File: src/rtl/kwdt_pkg.sv
package kwdt_pkg;

  localparam int unsigned DATA_W   = 32;
  localparam int unsigned ADDR_W   = 3;
  localparam int unsigned CNT_W    = 16;
  localparam int unsigned SEL_W    = 3;
  localparam int unsigned MAX_DIV  = 1024;
  localparam int unsigned SYNC_CYC = 2;

  localparam logic [ADDR_W-1:0] OFS_COUNT = 3'd0;
  localparam logic [ADDR_W-1:0] OFS_CTRL  = 3'd4;

  localparam logic [15:0] KEY_COUNT = 16'h5A5A;
  localparam logic [23:0] KEY_CTRL  = 24'hA5A5A5;

  localparam int unsigned BIT_EN   = 7;
  localparam int unsigned BIT_BUSY = 5;
  localparam int unsigned BIT_OVF  = 4;

  // Divide ratio picked by a selector value; out-of-range selectors use the slowest ratio.
  function automatic int unsigned div_of(input logic [SEL_W-1:0] s);
    case (s)
      3'd0:    div_of = 1;
      3'd1:    div_of = 4;
      3'd2:    div_of = 16;
      3'd3:    div_of = 32;
      3'd4:    div_of = 64;
      3'd5:    div_of = 128;
      default: div_of = MAX_DIV;
    endcase
  endfunction

  function automatic logic count_key_ok(input logic [DATA_W-1:0] d);
    return d[31:16] == KEY_COUNT;
  endfunction

  function automatic logic ctrl_key_ok(input logic [DATA_W-1:0] d);
    return d[31:8] == KEY_CTRL;
  endfunction

endpackage

File: src/rtl/kwdt_prescaler.sv
module kwdt_prescaler
  import kwdt_pkg::*;
#(
  parameter int unsigned PRE_DIV_MAX = MAX_DIV,
  localparam int unsigned PRE_W = $clog2(PRE_DIV_MAX) + 1
) (
  input  logic             clk,
  input  logic             rst_n,
  input  logic             clear,
  input  logic             run,
  input  logic [SEL_W-1:0] sel,
  output logic             tick
);

  logic [PRE_W-1:0] pre_q;
  logic [PRE_W-1:0] limit;

  always_comb begin
    limit = PRE_W'(div_of(sel) - 1);
    tick  = run && !clear && (pre_q >= limit);
  end

  always_ff @(posedge clk or negedge rst_n) begin
    if (!rst_n)      pre_q <= '0;
    else if (clear)  pre_q <= '0;
    else if (run) begin
      if (tick) pre_q <= '0;
      else      pre_q <= pre_q + 1'b1;
    end
  end

endmodule

File: src/rtl/kwdt_counter.sv
module kwdt_counter
  import kwdt_pkg::*;
#(
  parameter int unsigned W    = CNT_W,
  parameter int unsigned SYNC = SYNC_CYC,
  localparam int unsigned PW  = $clog2(SYNC + 1)
) (
  input  logic         clk,
  input  logic         rst_n,
  input  logic         load_req,
  input  logic [W-1:0] load_val,
  input  logic         tick,
  output logic [W-1:0] cnt_val,
  output logic         busy,
  output logic         ovf_evt
);

  logic [PW-1:0] pend_q;
  logic [W-1:0]  hold_q;
  logic [W-1:0]  cnt_q;

  assign busy    = (pend_q != '0);
  assign cnt_val = cnt_q;
  assign ovf_evt = tick && !busy && !load_req && (cnt_q == {W{1'b1}});

  always_ff @(posedge clk or negedge rst_n) begin
    if (!rst_n) begin
      pend_q <= '0;
      hold_q <= '0;
      cnt_q  <= '0;
    end else if (load_req) begin
      pend_q <= PW'(SYNC);
      hold_q <= load_val;
    end else if (busy) begin
      pend_q <= pend_q - 1'b1;
      if (pend_q == PW'(1)) cnt_q <= hold_q;
    end else if (tick) begin
      cnt_q <= cnt_q + 1'b1;
    end
  end

endmodule

File: src/rtl/kwdt_regif.sv
module kwdt_regif
  import kwdt_pkg::*;
(
  input  logic              clk,
  input  logic              rst_n,
  input  logic              bus_wr,
  input  logic [ADDR_W-1:0] bus_addr,
  input  logic [DATA_W-1:0] bus_wdata,
  input  logic [CNT_W-1:0]  cnt_val,
  input  logic              busy,
  input  logic              ovf_evt,
  output logic              cnt_hit,
  output logic              ctl_hit,
  output logic [CNT_W-1:0]  load_val,
  output logic              tmr_en,
  output logic [SEL_W-1:0]  sel,
  output logic              ovf_flag,
  output logic [DATA_W-1:0] bus_rdata
);

  assign cnt_hit  = bus_wr && (bus_addr == OFS_COUNT) && count_key_ok(bus_wdata);
  assign ctl_hit  = bus_wr && (bus_addr == OFS_CTRL)  && ctrl_key_ok(bus_wdata);
  assign load_val = bus_wdata[CNT_W-1:0];

  always_ff @(posedge clk or negedge rst_n) begin
    if (!rst_n) begin
      tmr_en <= 1'b0;
      sel    <= '0;
    end else if (ctl_hit) begin
      tmr_en <= bus_wdata[BIT_EN];
      sel    <= bus_wdata[SEL_W-1:0];
    end
  end

  always_ff @(posedge clk or negedge rst_n) begin
    if (!rst_n)                            ovf_flag <= 1'b0;
    else if (ovf_evt)                      ovf_flag <= 1'b1;
    else if (ctl_hit && !bus_wdata[BIT_OVF]) ovf_flag <= 1'b0;
  end

  always_comb begin
    bus_rdata = '0;
    if (bus_addr == OFS_COUNT) begin
      bus_rdata[CNT_W-1:0] = cnt_val;
    end else if (bus_addr == OFS_CTRL) begin
      bus_rdata[BIT_EN]      = tmr_en;
      bus_rdata[BIT_BUSY]    = busy;
      bus_rdata[BIT_OVF]     = ovf_flag;
      bus_rdata[SEL_W-1:0]   = sel;
    end
  end

endmodule

File: src/rtl/kwdt_top.sv
module kwdt_top
  import kwdt_pkg::*;
(
  input  logic              clk,
  input  logic              rst_n,
  input  logic              bus_wr,
  input  logic [ADDR_W-1:0] bus_addr,
  input  logic [DATA_W-1:0] bus_wdata,
  output logic [DATA_W-1:0] bus_rdata,
  output logic              reset_req
);

  logic             cnt_hit;
  logic             ctl_hit;
  logic [CNT_W-1:0] load_val;
  logic             tmr_en;
  logic [SEL_W-1:0] sel;
  logic             ovf_flag;
  logic [CNT_W-1:0] cnt_val;
  logic             busy;
  logic             ovf_evt;
  logic             tick;
  logic             pre_run;
  logic             pre_clr;

  assign pre_run = tmr_en && !busy && !cnt_hit;
  assign pre_clr = cnt_hit || busy;

  kwdt_regif u_regif (
    .clk(clk), .rst_n(rst_n), .bus_wr(bus_wr), .bus_addr(bus_addr),
    .bus_wdata(bus_wdata), .cnt_val(cnt_val), .busy(busy), .ovf_evt(ovf_evt),
    .cnt_hit(cnt_hit), .ctl_hit(ctl_hit), .load_val(load_val), .tmr_en(tmr_en),
    .sel(sel), .ovf_flag(ovf_flag), .bus_rdata(bus_rdata)
  );

  kwdt_prescaler #(.PRE_DIV_MAX(MAX_DIV)) u_pre (
    .clk(clk), .rst_n(rst_n), .clear(pre_clr), .run(pre_run), .sel(sel), .tick(tick)
  );

  kwdt_counter #(.W(CNT_W), .SYNC(SYNC_CYC)) u_cnt (
    .clk(clk), .rst_n(rst_n), .load_req(cnt_hit), .load_val(load_val), .tick(tick),
    .cnt_val(cnt_val), .busy(busy), .ovf_evt(ovf_evt)
  );

  always_ff @(posedge clk or negedge rst_n) begin
    if (!rst_n) reset_req <= 1'b0;
    else        reset_req <= ovf_evt;
  end

endmodule

File: config.mk
export PLATFORM = sky130hd
export DESIGN_NAME = kwdt_top
export DESIGN_NICKNAME = d
export VERILOG_FILES = /design/src/rtl/kwdt_pkg.sv /design/src/rtl/kwdt_prescaler.sv /design/src/rtl/kwdt_counter.sv /design/src/rtl/kwdt_regif.sv /design/src/rtl/kwdt_top.sv
export SDC_FILE = /design/constraint.sdc
export NUM_CORES = 1
export LEC_CHECK = 0
export BUFFER_PORTS_ARGS = -buffer_cell sky130_fd_sc_hd__buf_2
export CAP_MARGIN = 40
export CELL_PAD_IN_SITES_DETAIL_PLACEMENT = 1
export CELL_PAD_IN_SITES_GLOBAL_PLACEMENT = 2
export CORE_AREA = 2 2 99 101
export DETAILED_ROUTE_END_ITERATION = 7
export DIE_AREA = 0 0 101 103
export GPL_TIMING_DRIVEN = 0
export PLACE_DENSITY = 0.85
export SYNTH_ARGS = -nofsm -noshare
export SYNTH_HDL_FRONTEND = slang
export SYNTH_SLANG_ARGS = --single-unit
File: constraint.sdc
create_clock -name clk -period 8.3 [get_ports clk]
set_clock_uncertainty 0.2 [all_clocks]
set_input_delay 2.075 -clock clk [delete_from_list [all_inputs] [get_ports clk]]
set_output_delay 2.075 -clock clk [all_outputs]
set_load 0.02 [all_outputs]
# [Yosys cells after proc, flatten, opt, wreduce, memory -nomap -nowiden]
# Index checks and enable logic that the tools add are counted.
[word_totals] regBits=51 inputBits=38 output_inout_bits=33 wordCells=70
[op_classes] add_sub_neg=4 n_lt_le_gt_ge=1 n_eq_ne=11 mux=20 n_bitwise=1 reduce_logical=25
[op_table] operator="one-hot mux 11 bit (6 select lines)" count=1
[op_table] operator="2-to-1 mux 16 bit" count=3
[op_table] operator="2-to-1 mux 11 bit" count=3
[op_table] operator="equality test 24 bit, second input constant" count=1
[op_table] operator="adder 16 x 1 -> 16 bit, second input constant" count=1
[op_table] operator="equality test 16 x 15 -> 1 bit, second input constant" count=1
[op_table] operator="equality test 16 bit, second input constant" count=1
[op_table] operator="logical AND 1 bit" count=12
[op_table] operator="adder 11 x 1 -> 11 bit, second input constant" count=1
[op_table] operator="greater-or-equal comparator 11 bit" count=1
[op_table] operator="subtractor 11 x 1 -> 11 bit, second input constant" count=1
[op_table] operator="nonzero test 2 bit" count=5
[op_table] operator="equality test 3 bit, second input constant" count=3
[op_table] operator="2-to-1 mux 2 bit" count=4
[op_table] operator="2-to-1 mux 8 bit" count=1
[op_table] operator="equality test 3 x 2 -> 1 bit, second input constant" count=2
[op_table] operator="logical NOT 3 bit" count=2
[op_table] operator="2-to-1 mux 1 bit" count=6
[op_table] operator="2-to-1 mux 3 bit" count=2
[op_table] operator="logical NOT 1 bit" count=4
[op_table] operator="equality test 3 x 1 -> 1 bit, second input constant" count=1
[op_table] operator="AND reduction 3 bit" count=1
[op_table] operator="equality test 2 x 1 -> 1 bit, second input constant" count=1
[op_table] operator="inequality test 2 x 1 -> 1 bit, second input constant" count=1
[op_table] operator="other kinds (3)" count=3

# [Depth between registers and ports, before layout]
# Gate-level depths: netlist of run 1.
[logic_depth] depth_word=11 depth_mapped=11

# [Modules after synthesis]
# From an unflattened synthesis of run 1, not the netlist that was laid out.
[hier_totals] cells_unflattened=390 area_unflattened_um2=3585.9
[by_module_without_submodules] mod="kwdt_counter" n_inst=1 cells_each=172 area_each_um2=1780.5 seq_area_each_um2=850.8
[by_module_without_submodules] mod="kwdt_prescaler" n_inst=1 cells_each=125 area_each_um2=1013.5 seq_area_each_um2=275.3
[by_module_without_submodules] mod="kwdt_regif" n_inst=1 cells_each=90 area_each_um2=753.2 seq_area_each_um2=125.1
[by_module_without_submodules] mod="kwdt_top" n_inst=1 cells_each=3 area_each_um2=38.8 seq_area_each_um2=25.0

# [Least setup slack after synthesis of run 1]
# No wires, ideal clock.
[synth_timing] kind="input-to-output" from="input port bus_addr[1]" to="output port bus_rdata[0]" t_arrival_ns=2.879 required_time_ns=6.025 slack_ns=3.146 cell_stages=2 n_path_buf=0 cell_sequence="nor3b_1 > a22o_1"
[synth_via] elab_chain_cells=3 word_cells_on_any_way=4 cone_classes="eq/ne: 1; mux: 2; reduce/logical: 1"
[synth_lines] item="from (decl)" line="kwdt_top.sv:7" text="input logic [ADDR_W-1:0] bus_addr,"
[synth_lines] item="equality test 3 bit" line="kwdt_regif.sv:45" text="end else if (bus_addr == OFS_CTRL) begin"
[synth_lines] item="2-to-1 mux 3 bit" line="kwdt_regif.sv:45"
[synth_lines] item="2-to-1 mux 3 bit *" line="kwdt_regif.sv:43" text="if (bus_addr == OFS_COUNT) begin"
[synth_lines] item="to (decl)" line="kwdt_top.sv:9" text="output logic [DATA_W-1:0] bus_rdata,"
# Every way passes the cells marked *; elsewhere a longest branch is shown, timed or not.

# [Worst setup path in the final report of run 1]
[layout_timing] from="input port bus_addr[1]" to="output port bus_rdata[12]"
[layout_via] elab_chain_cells=2
[layout_lines] item="logical NOT 3 bit" line="kwdt_regif.sv:43"
[layout_lines] item="2-to-1 mux 8 bit" line="kwdt_regif.sv:43"
# Every way passes these cells.

==> flow_metrics.env, run 1 <==
export IMPL_outcome="finished, final reports clean"
export IMPL_cap_violations=0
export IMPL_post_layout_nonfiller_instances=543
export IMPL_routedWlPerCell_um=16.8
export IMPL_pin_count=71
export IMPL_grt_start_max_net_pins=30
export IMPL_postCtsSetupRepairBufs=0
export IMPL_worst_setup_hold_path_clk_slew_ns=0.09
export IMPL_clock_tree_root_cell="sky130_fd_sc_hd__clkbuf_8"
export IMPL_timing_final_crit_share_pct=67.6
export IMPL_cp_max_fo=10
export IMPL_cts_tree="yes"
export IMPL_first_global_vias=3039
export IMPL_layout_area_seq_um2=1280
export IMPL_areaGrowthSynthToFinish_pct=18.4
export IMPL_report_final_setup_viol=0
export IMPL_postSynthRegisterBits=51
export IMPL_ys_seq_area_share_pct=40.4
export IMPL_total_leakage_power_nw=1.91
export IMPL_die_x_um=101
export IMPL_post_route_cell_area_um2=3740
export IMPL_cts_root_to_sink_buffers=2
export IMPL_worst_r2r_cell_count=10
export IMPL_synthDistinctLibCells=62
export IMPL_wl_met2_um=4330
export IMPL_wl_met3_um=387
export IMPL_ys_async_sr_fraction_pct=100
export IMPL_dieArea_um2=10400
export IMPL_p_per_area_nw_per_um2=198
export IMPL_top_layer_used="met4"
export IMPL_ctsHoldBuffers=0
export IMPL_hp_class="register to register"
export IMPL_hold_ws_ns=0.276
export IMPL_num_nets_final=480
export IMPL_detailed_place_area_um2=3660
export IMPL_mostFrequentLayoutCell="sky130_fd_sc_hd__buf_2"
export IMPL_min_delay_path_depth=2
export IMPL_place_inst=535
export IMPL_timing_final_crit_period_ns=5.61
export IMPL_max_vdd_ir_drop_v=0.0000730
export IMPL_drtPass1Iterations=4
export IMPL_critPathRequiredTime_ns=6.03
export IMPL_final_fill_count=1152
export IMPL_fin_setup_tns_ns=0
export IMPL_detailedPlacementHpwl_um=7120
export IMPL_final_cell_mix="58 x sky130_fd_sc_hd__buf_2, 57 x sky130_fd_sc_hd__nand2_1, 51 x sky130_fd_sc_hd__dfrtp_1"
export IMPL_slew_violations=0
export IMPL_post_cts_resize_count=0
export IMPL_reg2reg_to="u_pre.pre_q[2]"
export IMPL_worst_slew_margin_rel_pct=48.4
export IMPL_grt_setup_unrepaired="no"
export IMPL_min_delay_startpoint="u_cnt.hold_q[14]"
export IMPL_r2r_slack_ns=5.02
export IMPL_final_antenna_net_count=0
export IMPL_tightest_slew_ns=0.772
export IMPL_synth_avg_cell_area_um2=9.06
export IMPL_drt_initial_drc_count=90
export IMPL_post_route_drc_count=0
export IMPL_cts_sink_count=51
export IMPL_synth_warnings=0
export IMPL_n_antenna_cell=0
export IMPL_crit_type="primary input to output pin"
export IMPL_detail_route_wirelength_met1_um=4300
export IMPL_hold_path_endpoint="u_cnt.hold_q[14]"
export IMPL_max_clock_freq_mhz=178
export IMPL_synth_area_um2=3160
export IMPL_final_layout_size_suffix_gt1_share_pct=22.1
export IMPL_core_area_um2=9460
export IMPL_starting_density_of_the_core_pct=33.4
export IMPL_finalWeightedCongestion=0.832
export IMPL_start_kind="primary input"
export IMPL_cts_inserted_buffers=5
export IMPL_multi_input_gate_area_um2=1720
export IMPL_clock_insertion_delay_worst_skew_ns=0.30
export IMPL_worst_r2r_startpoint="u_regif.sel[2]"
export IMPL_htreeDepth=2
export IMPL_post_drt_via_cell_ratio=5.36
export IMPL_postSynthCellCount=349
export IMPL_timing_final_hold_violations=0
export IMPL_grt_usage_pct=18.8
export IMPL_route_final_wire_length_um=9130
export IMPL_synth_edf_count=0
export IMPL_setup_worst_path_end_class="output pin"
export IMPL_number_of_antenna_violations_at_the_first_check_in_global_routing=0
export IMPL_grt_first_pass_wirelength_um=15300
export IMPL_die_height_um=103
export IMPL_dr_total_vias=2912
export IMPL_final_core_utilization_pct=39.6
export IMPL_cp_arrival_ns=3.33
export IMPL_synth_flop_type="sky130_fd_sc_hd__dfrtp_1"
export IMPL_placementRows=36
export IMPL_grt_overflow=0
export IMPL_portBuffers=54
==> cells in the mapped netlist, types with 7 or more instances <==
cell	instances	area [µm²]
sky130_fd_sc_hd__a31oi_1	13	81.3
sky130_fd_sc_hd__nand2_1	57	214
sky130_fd_sc_hd__nand2b_1	7	43.8
sky130_fd_sc_hd__nand3_1	12	60.1
sky130_fd_sc_hd__and2_1	12	75.1
sky130_fd_sc_hd__clkbuf_1	9	33.8
sky130_fd_sc_hd__o21ai_0	9	45.0
sky130_fd_sc_hd__dfrtp_1	51	1280
sky130_fd_sc_hd__buf_4	16	120
sky130_fd_sc_hd__and3_1	14	87.6
sky130_fd_sc_hd__a21oi_1	14	70.1
sky130_fd_sc_hd__nor3_1	11	55.1
sky130_fd_sc_hd__inv_1	11	41.3
sky130_fd_sc_hd__a22o_1	7	61.3
sky130_fd_sc_hd__ha_1	14	175
sky130_fd_sc_hd__nor2_1	16	60.1
==> metal layers <==
metal,vias up,GRT usage (%)
li1,1407,-
met1,1424,24.7
met2,74,32.5
met3,7,2.92
met4,0,4.57
met5,-,0
==> how the worst max path moves through the flow <==
stage / slack, ns / depth (start not counted) / from / to
after floorplan: 3.15 / 2 / bus_addr[1] / bus_rdata[0]
after global placement: 2.41 / 4 / bus_addr[1] / bus_rdata[1]
after detailed placement: 2.66 / 5 / bus_addr[1] / bus_rdata[14]
after CTS: 2.65 / 5 / bus_addr[1] / bus_rdata[14]
after global routing: 2.54 / 5 / bus_addr[1] / bus_rdata[8]
final: 2.69 / 5 / bus_addr[1] / bus_rdata[12]
==> cell type report <==
cell class | count | area share, %
plain buffers | 28 | 4.68
clock buffers | 7 | 2.04
clock inverters | 1 | 0.134
inverters | 12 | 1.20
multi-input cells | 273 | 46.0
flip-flops and latches | 51 | 34.1
well taps | 114 | 3.81
repair buffers | 57 | 8.02
==> where the power goes <==
group	internal [W]	total, W	switching [W]
registers	0.000285	0.000328	0.0000427
clock network	0.0000595	0.000143	0.0000834
logic	0.000113	0.000271	0.000158
==> worst max-delay path: stages <==
cell and delay (ns):
sky130_fd_sc_hd__buf_2 0.12, sky130_fd_sc_hd__nor3_4 0.46, sky130_fd_sc_hd__clkbuf_1 0.34, sky130_fd_sc_hd__and2_1 0.17
sky130_fd_sc_hd__buf_2 0.15
==> logic make-up after synthesis <==
family | Yosys count | share of synthesized area (%)
simple gates | 160 | 27.4
compound gates | 76 | 17.3
flops | 51 | 40.4
buf+inv | 40 | 6.96
fa+ha+maj | 14 | 5.54
mux | 5 | 1.70
xor+xnor | 2 | 0.554
other cells | 1 | 0.119
==> registers in the layout (all words and copies together) (netlist names) <==
name,cells
u_cnt.pend_q,2
u_regif.ovf_flag,1
u_regif.sel,3
u_cnt.hold_q,16
u_cnt.cnt_val,16
u_regif.tmr_en,1
u_pre.pre_q,11
reset_req,1
==> stage by stage <==
step	setup slack, ns	power (W)
after floorplan	3.15	0.000514
after detailed placement	2.66	0.000606
final	2.69	0.000742
after global placement	2.41	0.000591
after global routing	2.54	0.000797
after CTS	2.65	0.000748
Power figures use the tool's default switching activity.
==> inputs of run 2 (changes only) <==
ABC_AREA = 1   (was default)
CORE_AREA = 2 2 111 113   (was 2 2 99 101)
DIE_AREA = 0 0 113 115   (was 0 0 101 103)
PLACE_DENSITY = 0.8   (was 0.85)
clock period = 5.75 ns   (was 8.3 ns; I/O delays follow)
==> run 2 against run 1 <==
Net effect:
- the run now ends with design-rule violations left
- combinational power grew 35%
- sequential power grew 20%
- die area grew 25%
- routed wire length grew 14%
- cell count grew 33%
- worst setup slack lost 1.1 ns
- utilization shrank 4.2 points
- area after synthesis grew 9.9%
==> flow_metrics.env, run 2 <==
export IMPL_drtPass1Iterations=7
export IMPL_cts_sink_count=51
export IMPL_worst_r2r_cell_count=13
export IMPL_routedWlPerCell_um=14.3
export IMPL_synth_top_cells_by_area="sky130_fd_sc_hd__dfrtp_1 37%, sky130_fd_sc_hd__nand2_1 17%, sky130_fd_sc_hd__nand3_1 6.0%"
export IMPL_report_final_setup_viol=0
export IMPL_crit_path_frequent_cell="sky130_fd_sc_hd__buf_2"
export IMPL_post_route_drc_count=2
export IMPL_synth_largest_area_cell="sky130_fd_sc_hd__dfrtp_1"
export IMPL_timing_critical_path_cells="buf_2 > nor2_4 > nand2_2 > clkbuf_1 > nor2_1 > buf_2"
export IMPL_cts_tree="yes"
export IMPL_first_global_vias=3533
export IMPL_synth_warnings=0
export IMPL_cts_inserted_buffers=5
export IMPL_ctsHoldBuffers=0
export IMPL_violations_in_the_final_reports="design-rule violations"
export IMPL_cap_violations=0
export IMPL_max_vdd_ir_drop_v=0.000143
export IMPL_r2r_slack_ns=3.14
export IMPL_timing_final_hold_violations=0
export IMPL_die_x_um=113
export IMPL_ys_seq_area_share_pct=36.7
export IMPL_htreeDepth=2
export IMPL_grt_start_max_net_pins=30
export IMPL_hp_class="register to register"
export IMPL_outcome="finished with violations"
export IMPL_postSynthCellCount=498
export IMPL_setup_worst_path_end_class="output pin"
export IMPL_synthDistinctLibCells=34
export IMPL_dr_total_vias=3354
export IMPL_grt_usage_pct=17.0
export IMPL_p_per_area_nw_per_um2=267
export IMPL_route_final_wire_length_um=10400
export IMPL_worst_setup_hold_path_clk_slew_ns=0.07
export IMPL_n_antenna_cell=0
export IMPL_starting_density_of_the_core_pct=29.4
export IMPL_mostFrequentLayoutCell="sky130_fd_sc_hd__nand2_1"
export IMPL_finalWeightedCongestion=0.827
export IMPL_placementRows=40
export IMPL_max_clock_freq_mhz=243
export IMPL_synth_flop_type="sky130_fd_sc_hd__dfrtp_1"
export IMPL_start_kind="primary input"
export IMPL_drt_initial_drc_count=155
export IMPL_critPathRequiredTime_ns=4.11
export IMPL_ys_top_cells_by_count="157 x sky130_fd_sc_hd__nand2_1, 55 x sky130_fd_sc_hd__inv_1, 53 x sky130_fd_sc_hd__nor2_1, 51 x sky130_fd_sc_hd__dfrtp_1, 42 x sky130_fd_sc_hd__nand3_1"
export IMPL_post_synth_top_count_cell="sky130_fd_sc_hd__nand2_1"
export IMPL_final_antenna_net_count=0
export IMPL_grt_setup_unrepaired="no"
export IMPL_detailedPlacementHpwl_um=8230
export IMPL_die_height_um=115
export IMPL_post_drt_via_cell_ratio=4.64
export IMPL_synth_avg_cell_area_um2=6.98
export IMPL_cp_arrival_ns=2.48
export IMPL_synth_top_area_share_pct=36.7
export IMPL_postSynthRegisterBits=51
export IMPL_hold_ws_ns=0.289
export IMPL_num_nets_final=627
export IMPL_critical_path_slowest_cell="sky130_fd_sc_hd__clkbuf_1"
export IMPL_post_cts_resize_count=0
export IMPL_timing_final_crit_share_pct=71.7
export IMPL_min_delay_path_depth=2
export IMPL_crit_type="primary input to output pin"
export IMPL_final_cell_mix="157 x sky130_fd_sc_hd__nand2_1, 58 x sky130_fd_sc_hd__buf_2, 55 x sky130_fd_sc_hd__inv_1, 53 x sky130_fd_sc_hd__nor2_1, 51 x sky130_fd_sc_hd__dfrtp_1"
export IMPL_synth_edf_count=0
export IMPL_postCtsSetupRepairBufs=0
export IMPL_tightest_slew_ns=0.604
export IMPL_clock_insertion_delay_worst_skew_ns=0.30
export IMPL_areaGrowthSynthToFinish_pct=20.3
export IMPL_total_leakage_power_nw=2.19
export IMPL_clock_tree_root_cell="sky130_fd_sc_hd__clkbuf_16"
export IMPL_core_area_um2=11800
export IMPL_cp_max_fo=10
export IMPL_cts_root_to_sink_buffers=2
export IMPL_number_of_antenna_violations_at_the_first_check_in_global_routing=0
export IMPL_final_layout_size_suffix_gt1_share_pct=18.9
export IMPL_portBuffers=54
export IMPL_pin_count=71
export IMPL_dieArea_um2=13000
export IMPL_timing_final_crit_period_ns=4.12
export IMPL_fin_setup_tns_ns=0
export IMPL_worst_slew_margin_rel_pct=59.8
export IMPL_grt_overflow=0
export IMPL_ys_async_sr_fraction_pct=100
export IMPL_grt_first_pass_wirelength_um=17400
export IMPL_synth_area_um2=3470
export IMPL_timing_critical_path_slowest_cell_delay_ns=0.29
export IMPL_final_fill_count=1541
export IMPL_slew_violations=0
## run 2: changes by cell type in the layout (fill, tap and decap cells not counted), moves of 12 or more
cell                      previous run  this run
sky130_fd_sc_hd__a31oi_1            13         0
sky130_fd_sc_hd__and2_1             12         0
sky130_fd_sc_hd__and3_1             14         0
sky130_fd_sc_hd__inv_1              11        55
sky130_fd_sc_hd__nand2_1            57       157
sky130_fd_sc_hd__nand3_1            12        42
sky130_fd_sc_hd__nor2_1             16        53
sky130_fd_sc_hd__o21ai_0             9        25
## run 2: final timing paths
kind | to | start
min reg2reg | u_cnt.hold_q[8] | u_cnt.hold_q[8]
min | u_cnt.hold_q[8] | u_cnt.hold_q[8]
min in group asynchronous | u_pre.pre_q[2] | rst_n
max in group asynchronous | u_cnt.hold_q[13] | rst_n
max reg2reg | u_pre.pre_q[4] | u_regif.sel[2]
max | bus_rdata[15] | bus_addr[1]
## run 2: through the flow
| stage | util (%) | std cells | worst slack (ns) | instance area (µm²) | power [W] |
|---|---|---|---|---|---|
| after floorplan | - | 513 | 1.96 | 3530 | 0.000645 |
| after global placement | 33.7 | 714 | 1.62 | 3990 | 0.000765 |
| after detailed placement | 33.9 | 715 | 1.59 | 4010 | 0.000771 |
| after CTS | 35.4 | 723 | 1.59 | 4180 | 0.00113 |
| after global routing | 35.4 | 723 | 1.51 | 4180 | 0.00119 |
| final | 35.4 | 723 | 1.63 | 4180 | 0.00111 |
## run 2: final cells by class
class | instances | area, µm² | area share [%]
repair buffers | 55 | 290 | 6.95
plain buffers | 28 | 189 | 4.52
flip-flops and latches | 51 | 1280 | 30.5
well taps | 147 | 184 | 4.40
clock buffers | 6 | 139 | 3.32
inverters | 59 | 224 | 5.36
clock inverters | 2 | 35.0 | 0.838
multi-input cells | 375 | 1840 | 44.1
## run 2: cell families (layout without fill, tap and decap cells)
family / Yosys count / after routing / share of synthesized area (%)
other: 1 / 16 / 0.108
AND/OR/NAND/NOR: 285 / 285 / 35.3
adder cells (fa/ha/maj): 14 / 14 / 5.04
multiplexers: 6 / 6 / 1.94
flip-flops: 51 / 51 / 36.7
XOR/XNOR: 6 / 6 / 1.51
buffers and inverters: 87 / 150 / 11.9
AO/OA/AOI/OAI: 48 / 48 / 7.45
## run 2: critical path, delay by kind of cell
family	cells	cell delay (ns)
buf+inv	3	0.58
simple gates	3	0.46
## run 2: layer usage
metal | track usage, % | vias to the layer above | share of wire [%]
met5 | 0 | - | 0
met4 | 5.61 | 0 | 1.6
met3 | 2.69 | 9 | 3.7
met2 | 28.6 | 68 | 47
met1 | 22.5 | 1573 | 48
li1 | - | 1704 | -
## run 2: power breakdown
part / switching, W / internal [W] / leakage (nW)
Clock: 0.000139 / 0.000217 / 0.0868
Combinational: 0.000254 / 0.000112 / 1.40
Sequential: 0.0000157 / 0.000376 / 0.706
